[config.mk]
export PLATFORM = sky130hd
export DESIGN_NAME = async_frame_tx
export DESIGN_NICKNAME = d
export VERILOG_FILES = /design/src/rtl/async_tx_pkg.sv /design/src/rtl/async_tx_datapath.sv /design/src/rtl/async_tx_ctrl.sv /design/src/rtl/async_frame_tx.sv
export SDC_FILE = /design/constraint.sdc
export NUM_CORES = 1
export LEC_CHECK = 0
export CAP_MARGIN = 10
export CORE_MARGIN = 4
export CORE_UTILIZATION = 56
export DETAILED_ROUTE_END_ITERATION = 8
export PLACE_DENSITY_LB_ADDON = 0.2
export SLEW_MARGIN = 5
export SYNTH_ARGS = -nofsm -noshare
export SYNTH_HDL_FRONTEND = slang
export SYNTH_SLANG_ARGS = --single-unit
[constraint.sdc]
create_clock -name clk -period 2.9 [get_ports clk]
set_input_delay 0.87 -clock clk [delete_from_list [all_inputs] [get_ports clk]]
set_output_delay 0.87 -clock clk [all_outputs]
set_load 0.02 [all_outputs]
[src/rtl/async_tx_pkg.sv]
package async_tx_pkg;

  localparam int CFG_W        = 5;
  localparam int CFG_LEN_LSB  = 0;
  localparam int CFG_LONG_STP = 2;
  localparam int CFG_PAR_ON   = 3;
  localparam int CFG_PAR_EVEN = 4;

  typedef enum logic [2:0] {
    TX_IDLE,
    TX_START,
    TX_DATA,
    TX_PARITY,
    TX_STOP,
    TX_STOP_EXTRA
  } txState_e;

  typedef enum logic [1:0] {
    LINE_MARK,
    LINE_SPACE,
    LINE_DATA,
    LINE_PARITY
  } lineSel_e;

  typedef struct packed {
    logic     load;
    logic     emit;
    lineSel_e lineSel;
  } txStrobe_t;

endpackage

[src/rtl/async_tx_datapath.sv]
module async_tx_datapath
  import async_tx_pkg::*;
#(
  parameter int DATA_W   = 8,
  parameter int MIN_BITS = 5
) (
  input  logic                       clk,
  input  logic                       rstN,
  input  txStrobe_t                  strobe,
  input  logic [DATA_W-1:0]          inByte,
  input  logic [CFG_W-1:0]           lineCfg,
  output logic                       txLine,
  output logic [$clog2(DATA_W)-1:0]  lastBitIdx,
  output logic                       parityEn,
  output logic                       stopExtra,
  output logic                       stopHalf
);

  localparam int BIT_IDX_W = $clog2(DATA_W);

  logic [DATA_W-1:0]    shiftQ;
  logic                 parityQ;
  logic [CFG_W-1:0]     cfgQ;
  logic                 lineQ;

  logic [BIT_IDX_W-1:0] inLastIdx;
  logic [DATA_W-1:0]    keepMask;
  logic [DATA_W-1:0]    maskedByte;
  logic                 parityNext;

  assign inLastIdx = BIT_IDX_W'(MIN_BITS - 1)
                   + BIT_IDX_W'(lineCfg[CFG_LEN_LSB+1:CFG_LEN_LSB]);

  for (genvar i = 0; i < DATA_W; i++) begin : g_mask
    assign keepMask[i] = (BIT_IDX_W'(i) <= inLastIdx);
  end

  assign maskedByte = inByte & keepMask;
  assign parityNext = (^maskedByte) ^ ~lineCfg[CFG_PAR_EVEN];

  always_ff @(posedge clk or negedge rstN) begin
    if (!rstN) begin
      shiftQ  <= '0;
      parityQ <= 1'b0;
      cfgQ    <= '0;
      lineQ   <= 1'b1;
    end else if (strobe.load) begin
      shiftQ  <= maskedByte;
      parityQ <= parityNext;
      cfgQ    <= lineCfg;
      lineQ   <= 1'b0;
    end else if (strobe.emit) begin
      unique case (strobe.lineSel)
        LINE_MARK:   lineQ <= 1'b1;
        LINE_SPACE:  lineQ <= 1'b0;
        LINE_DATA: begin
          lineQ  <= shiftQ[0];
          shiftQ <= shiftQ >> 1;
        end
        LINE_PARITY: lineQ <= parityQ;
      endcase
    end
  end

  assign txLine     = lineQ;
  assign lastBitIdx = BIT_IDX_W'(MIN_BITS - 1)
                    + BIT_IDX_W'(cfgQ[CFG_LEN_LSB+1:CFG_LEN_LSB]);
  assign parityEn   = cfgQ[CFG_PAR_ON];
  assign stopExtra  = cfgQ[CFG_LONG_STP];
  assign stopHalf   = cfgQ[CFG_LONG_STP]
                    && (cfgQ[CFG_LEN_LSB+1:CFG_LEN_LSB] == 2'b00);

  // a parity slot is only requested when the latched control enables it
  p_parity_only_when_on_r5: assert property (@(posedge clk) disable iff (!rstN)
    (strobe.emit && strobe.lineSel == LINE_PARITY) |-> parityEn);

  // loading a byte drives the start level on the following cycle
  p_space_after_load_r3: assert property (@(posedge clk) disable iff (!rstN)
    strobe.load |=> !txLine);

  // latched control stays put unless a new byte is loaded
  p_cfg_held_r7: assert property (@(posedge clk) disable iff (!rstN)
    !strobe.load |=> $stable(cfgQ));

endmodule

[src/rtl/async_tx_ctrl.sv]
module async_tx_ctrl
  import async_tx_pkg::*;
#(
  parameter int TICKS_PER_BIT = 16,
  parameter int DATA_W        = 8
) (
  input  logic                       clk,
  input  logic                       rstN,
  input  logic                       inValid,
  input  logic                       baudTick,
  input  logic [$clog2(DATA_W)-1:0]  lastBitIdx,
  input  logic                       parityEn,
  input  logic                       stopExtra,
  input  logic                       stopHalf,
  output logic                       inReady,
  output txStrobe_t                  strobe
);

  localparam int CNT_W     = $clog2(TICKS_PER_BIT);
  localparam int HALF      = TICKS_PER_BIT / 2;
  localparam int BIT_IDX_W = $clog2(DATA_W);

  txState_e             state, stateNext;
  logic [CNT_W-1:0]     tickCnt;
  logic [CNT_W-1:0]     tickLimit;
  logic [BIT_IDX_W-1:0] bitCnt, bitNext;
  logic                 periodDone;

  assign tickLimit  = (state == TX_STOP_EXTRA && stopHalf)
                    ? CNT_W'(HALF - 1) : CNT_W'(TICKS_PER_BIT - 1);
  assign periodDone = baudTick && (state != TX_IDLE) && (tickCnt == tickLimit);

  always_comb begin
    stateNext      = state;
    bitNext        = bitCnt;
    strobe         = '0;
    strobe.lineSel = LINE_MARK;
    unique case (state)
      TX_IDLE: begin
        if (inValid) begin
          stateNext   = TX_START;
          strobe.load = 1'b1;
        end
      end
      TX_START: begin
        if (periodDone) begin
          stateNext      = TX_DATA;
          bitNext        = '0;
          strobe.emit    = 1'b1;
          strobe.lineSel = LINE_DATA;
        end
      end
      TX_DATA: begin
        if (periodDone) begin
          strobe.emit = 1'b1;
          if (bitCnt == lastBitIdx) begin
            if (parityEn) begin
              stateNext      = TX_PARITY;
              strobe.lineSel = LINE_PARITY;
            end else begin
              stateNext      = TX_STOP;
              strobe.lineSel = LINE_MARK;
            end
          end else begin
            bitNext        = bitCnt + BIT_IDX_W'(1);
            strobe.lineSel = LINE_DATA;
          end
        end
      end
      TX_PARITY: begin
        if (periodDone) begin
          stateNext      = TX_STOP;
          strobe.emit    = 1'b1;
          strobe.lineSel = LINE_MARK;
        end
      end
      TX_STOP: begin
        if (periodDone) begin
          stateNext      = stopExtra ? TX_STOP_EXTRA : TX_IDLE;
          strobe.emit    = 1'b1;
          strobe.lineSel = LINE_MARK;
        end
      end
      TX_STOP_EXTRA: begin
        if (periodDone) begin
          stateNext      = TX_IDLE;
          strobe.emit    = 1'b1;
          strobe.lineSel = LINE_MARK;
        end
      end
      default: stateNext = TX_IDLE;
    endcase
  end

  always_ff @(posedge clk or negedge rstN) begin
    if (!rstN) begin
      state   <= TX_IDLE;
      bitCnt  <= '0;
      tickCnt <= '0;
    end else begin
      state  <= stateNext;
      bitCnt <= bitNext;
      if (state == TX_IDLE) begin
        tickCnt <= '0;
      end else if (baudTick) begin
        tickCnt <= periodDone ? '0 : tickCnt + CNT_W'(1);
      end
    end
  end

  assign inReady = (state == TX_IDLE);

  // without a baud pulse a busy frame does not move
  p_hold_without_tick_r9: assert property (@(posedge clk) disable iff (!rstN)
    (state != TX_IDLE && !baudTick) |=> ($stable(tickCnt) && $stable(state)));

  // the half stop segment never counts past its 8-tick window
  p_half_window_r6: assert property (@(posedge clk) disable iff (!rstN)
    (state == TX_STOP_EXTRA && stopHalf) |-> (tickCnt < CNT_W'(HALF)));

  // the data index stays inside the configured character length
  p_bit_index_r4: assert property (@(posedge clk) disable iff (!rstN)
    (state == TX_DATA) |-> (bitCnt <= lastBitIdx));

  // an accepted byte makes the block busy on the next cycle
  p_busy_after_accept_r2: assert property (@(posedge clk) disable iff (!rstN)
    (inValid && inReady) |=> !inReady);

endmodule

[src/rtl/async_frame_tx.sv]
module async_frame_tx
  import async_tx_pkg::*;
#(
  parameter int TICKS_PER_BIT = 16,
  parameter int DATA_W        = 8,
  parameter int MIN_BITS      = 5
) (
  input  logic              clk,
  input  logic              rstN,
  input  logic [DATA_W-1:0] inByte,
  input  logic              inValid,
  output logic              inReady,
  input  logic              baudTick,
  input  logic [CFG_W-1:0]  lineCfg,
  output logic              txLine
);

  localparam int BIT_IDX_W = $clog2(DATA_W);

  txStrobe_t            strobe;
  logic [BIT_IDX_W-1:0] lastBitIdx;
  logic                 parityEn;
  logic                 stopExtra;
  logic                 stopHalf;

  async_tx_ctrl #(
    .TICKS_PER_BIT(TICKS_PER_BIT),
    .DATA_W       (DATA_W)
  ) u_ctrl (
    .clk       (clk),
    .rstN      (rstN),
    .inValid   (inValid),
    .baudTick  (baudTick),
    .lastBitIdx(lastBitIdx),
    .parityEn  (parityEn),
    .stopExtra (stopExtra),
    .stopHalf  (stopHalf),
    .inReady   (inReady),
    .strobe    (strobe)
  );

  async_tx_datapath #(
    .DATA_W  (DATA_W),
    .MIN_BITS(MIN_BITS)
  ) u_datapath (
    .clk       (clk),
    .rstN      (rstN),
    .strobe    (strobe),
    .inByte    (inByte),
    .lineCfg   (lineCfg),
    .txLine    (txLine),
    .lastBitIdx(lastBitIdx),
    .parityEn  (parityEn),
    .stopExtra (stopExtra),
    .stopHalf  (stopHalf)
  );

  // whenever the block is ready the line rests at mark
  p_mark_when_ready_r8: assert property (@(posedge clk) disable iff (!rstN)
    inReady |-> txLine);

  // no offer while idle keeps the block idle at mark
  p_stay_idle_r8: assert property (@(posedge clk) disable iff (!rstN)
    (inReady && !inValid) |=> (inReady && txLine));

  // acceptance pulls the line to space on the next cycle
  p_start_after_accept_r3: assert property (@(posedge clk) disable iff (!rstN)
    (inReady && inValid) |=> !txLine);

endmodule

==> impl_metrics.ini <==
[clocking]
cts_buffers = 3
cts_buffer_depth = 2
clk_latency_ps = 320
post_cts_buffers = 0
tritoncts = built
htreeDepth = 1
clk_pin_slew_ps = 130
cts_sinks = 24
cts_root_buf = clkbuf_4

[pwr]
leakagePower_nw = 0.7407
vdd_drop_max_mv = 0.6384
powerDensity_mw_per_mm2 = 839.7

[routing]
drtIter0Drc = 52
detail_route.wl_per_cell_um = 15.67
drtPass1Iterations = 4
drc_errors = 0
via_count = 1265
avgViaCountPerCell = 6.053
ant_nets = 0
routed_wl_mm = 3.276

[sta]
grt_setup_unrepaired = false
worst_pin_slew_ps = 497.1
setup_tns_ps = 0
slew_viol_final = 0
finalHoldViolCount = 0
max_slew_margin = 0.6676
fmax_ghz = 0.3609
post-route-period-util = 0.9554
setup_viol = 0
setup_ws_ps = 129.3
hold_slack_ps = 490.6
skew_ps = 7.857
period_minus_slack_ps = 2771

[setup_path]
arrival_ps = 1900
required_ps = 2030
critPathKind = flop to output pin
critPathBufInv = 2
crit_slowest_cell = clkdlybuf4s50_1
cp-end-kind = output pin
cp_max_fo = 11
start_kind = flop
cpPeakStageDelay_ps = 610
timing.critical_path.max_delay_family = buffers and inverters
cp_cell_sequence = or3_4 > clkinv_2 > clkdlybuf4s50_1

[synth]
yosysWarnings = 0
syn_avg_cell_area_sq_um = 9.396
synth-seq-area-share = 0.3978
synthSimpleGateAreaFrac = 0.2854
synth_edf_count = 0
synth_largest_area_cell = dfrtp_1
synth-seq-cells = 24
synth_area_leaders = dfrtp_1 38%, xnor2_1 5.8%, nand2_1 5.2%
synth.most_common_cell = dfrtp_1
synthFlopType = dfrtp_1
synthMuxAreaShare = 0.006617
synth_top_family_by_area = simple AND/OR/NAND/NOR gates
synthCells = 161
synthesis.nets = 180
synth_async_sr_flop_share = 1.000
synth_xor_area_frac = 0.06948
synth-compound-area-share = 0.1745
yosys-top-cells-count = 23 x dfrtp_1, 21 x nand2_1, 10 x xnor2_1, 9 x nor2_1, 8 x a21oi_1
syn-cell-area_sq_mm = 0.001513
yosysUniqueCellTypes = 48
synth.top_cell.area_share = 0.3805
synthAdderAreaFrac = 0.01654

[run_status]
status = finished clean

[global_route]
grt_pass1_vias = 1209
grt_max_degree = 19
antenna_found_initial = 0
grt.overflow.total = 0
gr-usage-all-layers = 0.2042
grt_pass1_wl_mm = 5.361

[placement]
dp_hpwl_mm = 2.486
place_worst_setup_slack_ps = 176.1
port_buffers = 18
gp_congestion = 0.8031
post-place-cells = 205

[final_layout]
final_cells = 209
syn2layout_area_growth_pct = 15.22
multi_input_area_sq_um = 835.8
nFillCells = 197
seq_area_sq_um = 603.1
drive_above_1_share = 0.1229
nets = 199
diodes = 0

[floorplan]
rows = 18
core_sq_mm = 0.002522
io_pins = 19
die_area_sq_mm = 0.003597
start_util = 0.5997
die_h_um = 59.98
die_x_um = 59.98

[job]
drv_cap = 0

[min_path]
hp-class = flop to flop
layout make-up:
class / instances / share of cell area
Timing Repair Buffer: 24 / 0.1292
Clock buffer: 4 / 0.02082
Tap cell: 30 / 0.02154
Sequential cell: 24 / 0.3460
Inverter: 1 / 0.002872
Multi-Input combinational cell: 126 / 0.4795
per-layer routing:
metal / share of wire / GRT usage
met1: 0.43 / 0.2524
met4: 0.016 / 0.1076
met5: 0 / 0
met3: 0.056 / 0.02592
met2: 0.49 / 0.3441
registers in the layout (all words and copies together) (netlist names):
register,cells
u_ctrl.bitCnt,3
u_ctrl.state,3
u_ctrl.tickCnt,4
u_datapath.cfgQ,4
u_datapath.parityQ,1
u_datapath.shiftQ,8
u_datapath.txLine,1
cells by family (layout without fill, tap and decap cells):
family / after synthesis / count (layout)
multiplexers: 1 / 1
XOR/XNOR: 12 / 12
buffers and inverters: 11 / 29
flip-flops: 24 / 24
AND/OR/NAND/NOR: 73 / 73
adder cells (fa/ha/maj): 2 / 2
AO/OA/AOI/OAI: 38 / 38
power breakdown:
group	switching, mW	internal [mW]
Combinational	0.355	0.325
Sequential	0.128	0.474
Clock	0.104	0.0769
Total	0.588	0.876
placed cells by master (no fill, tap or decap), drive strengths merged, types with 4 or more instances in the layout:
master         instances
nand3                  6
o21ai                 11
xnor2                 10
a21oi                  8
nand2b                 7
clkdlybuf4s50         18
nor2                   9
nor3b                  5
dfrtp                 23
a221o                  5
clkbuf                 4
and2                   6
o21a                   4
nand2                 21
buf                    6
path summary, 6_finish.rpt:
kind	start	endpoint	slack (ps)	cells past startpoint
worst max-delay path	u_ctrl.state[1]$_DFFE_PN0P_	inReady	130	3
worst min-delay path	u_datapath.parityQ$_DFFE_PN0P_	u_datapath.parityQ$_DFFE_PN0P_	490	2
worst max register to register	u_datapath.cfgQ[0]$_DFFE_PN0P_	u_datapath.shiftQ[3]$_DFFE_PN0P_	900	6
worst min register to register	u_datapath.parityQ$_DFFE_PN0P_	u_datapath.parityQ$_DFFE_PN0P_	490	2
max in group asynchronous	rstN	u_datapath.cfgQ[0]$_DFFE_PN0P_	1450	2
min in group asynchronous	rstN	u_ctrl.tickCnt[3]$_DFFE_PN0P_	870	1
metrics by stage:
stage,total power [mW],cell area (sq um),util
after global placement,1.250,1705,0.6761
final,1.464,1743,0.6910
after floorplan,1.108,1513,-
after detailed placement,1.282,1705,0.6761
after CTS,1.463,1742,0.6905
after global routing,1.570,1743,0.6910
what timing repair did:
item,CTS,global route
setup endpoints to repair,0,1
resized for setup,0,1
hold buffers,0,0
worst register-to-register path, stage by stage (launching register included):
cell and delay, ps:
dfrtp_1 430, nand4bb_2 310, nor3_2 160, o211ai_2 90
buf_4 210, or2_1 340, a221o_1 360
No activity file was read; power rests on OpenSTA's default activity.
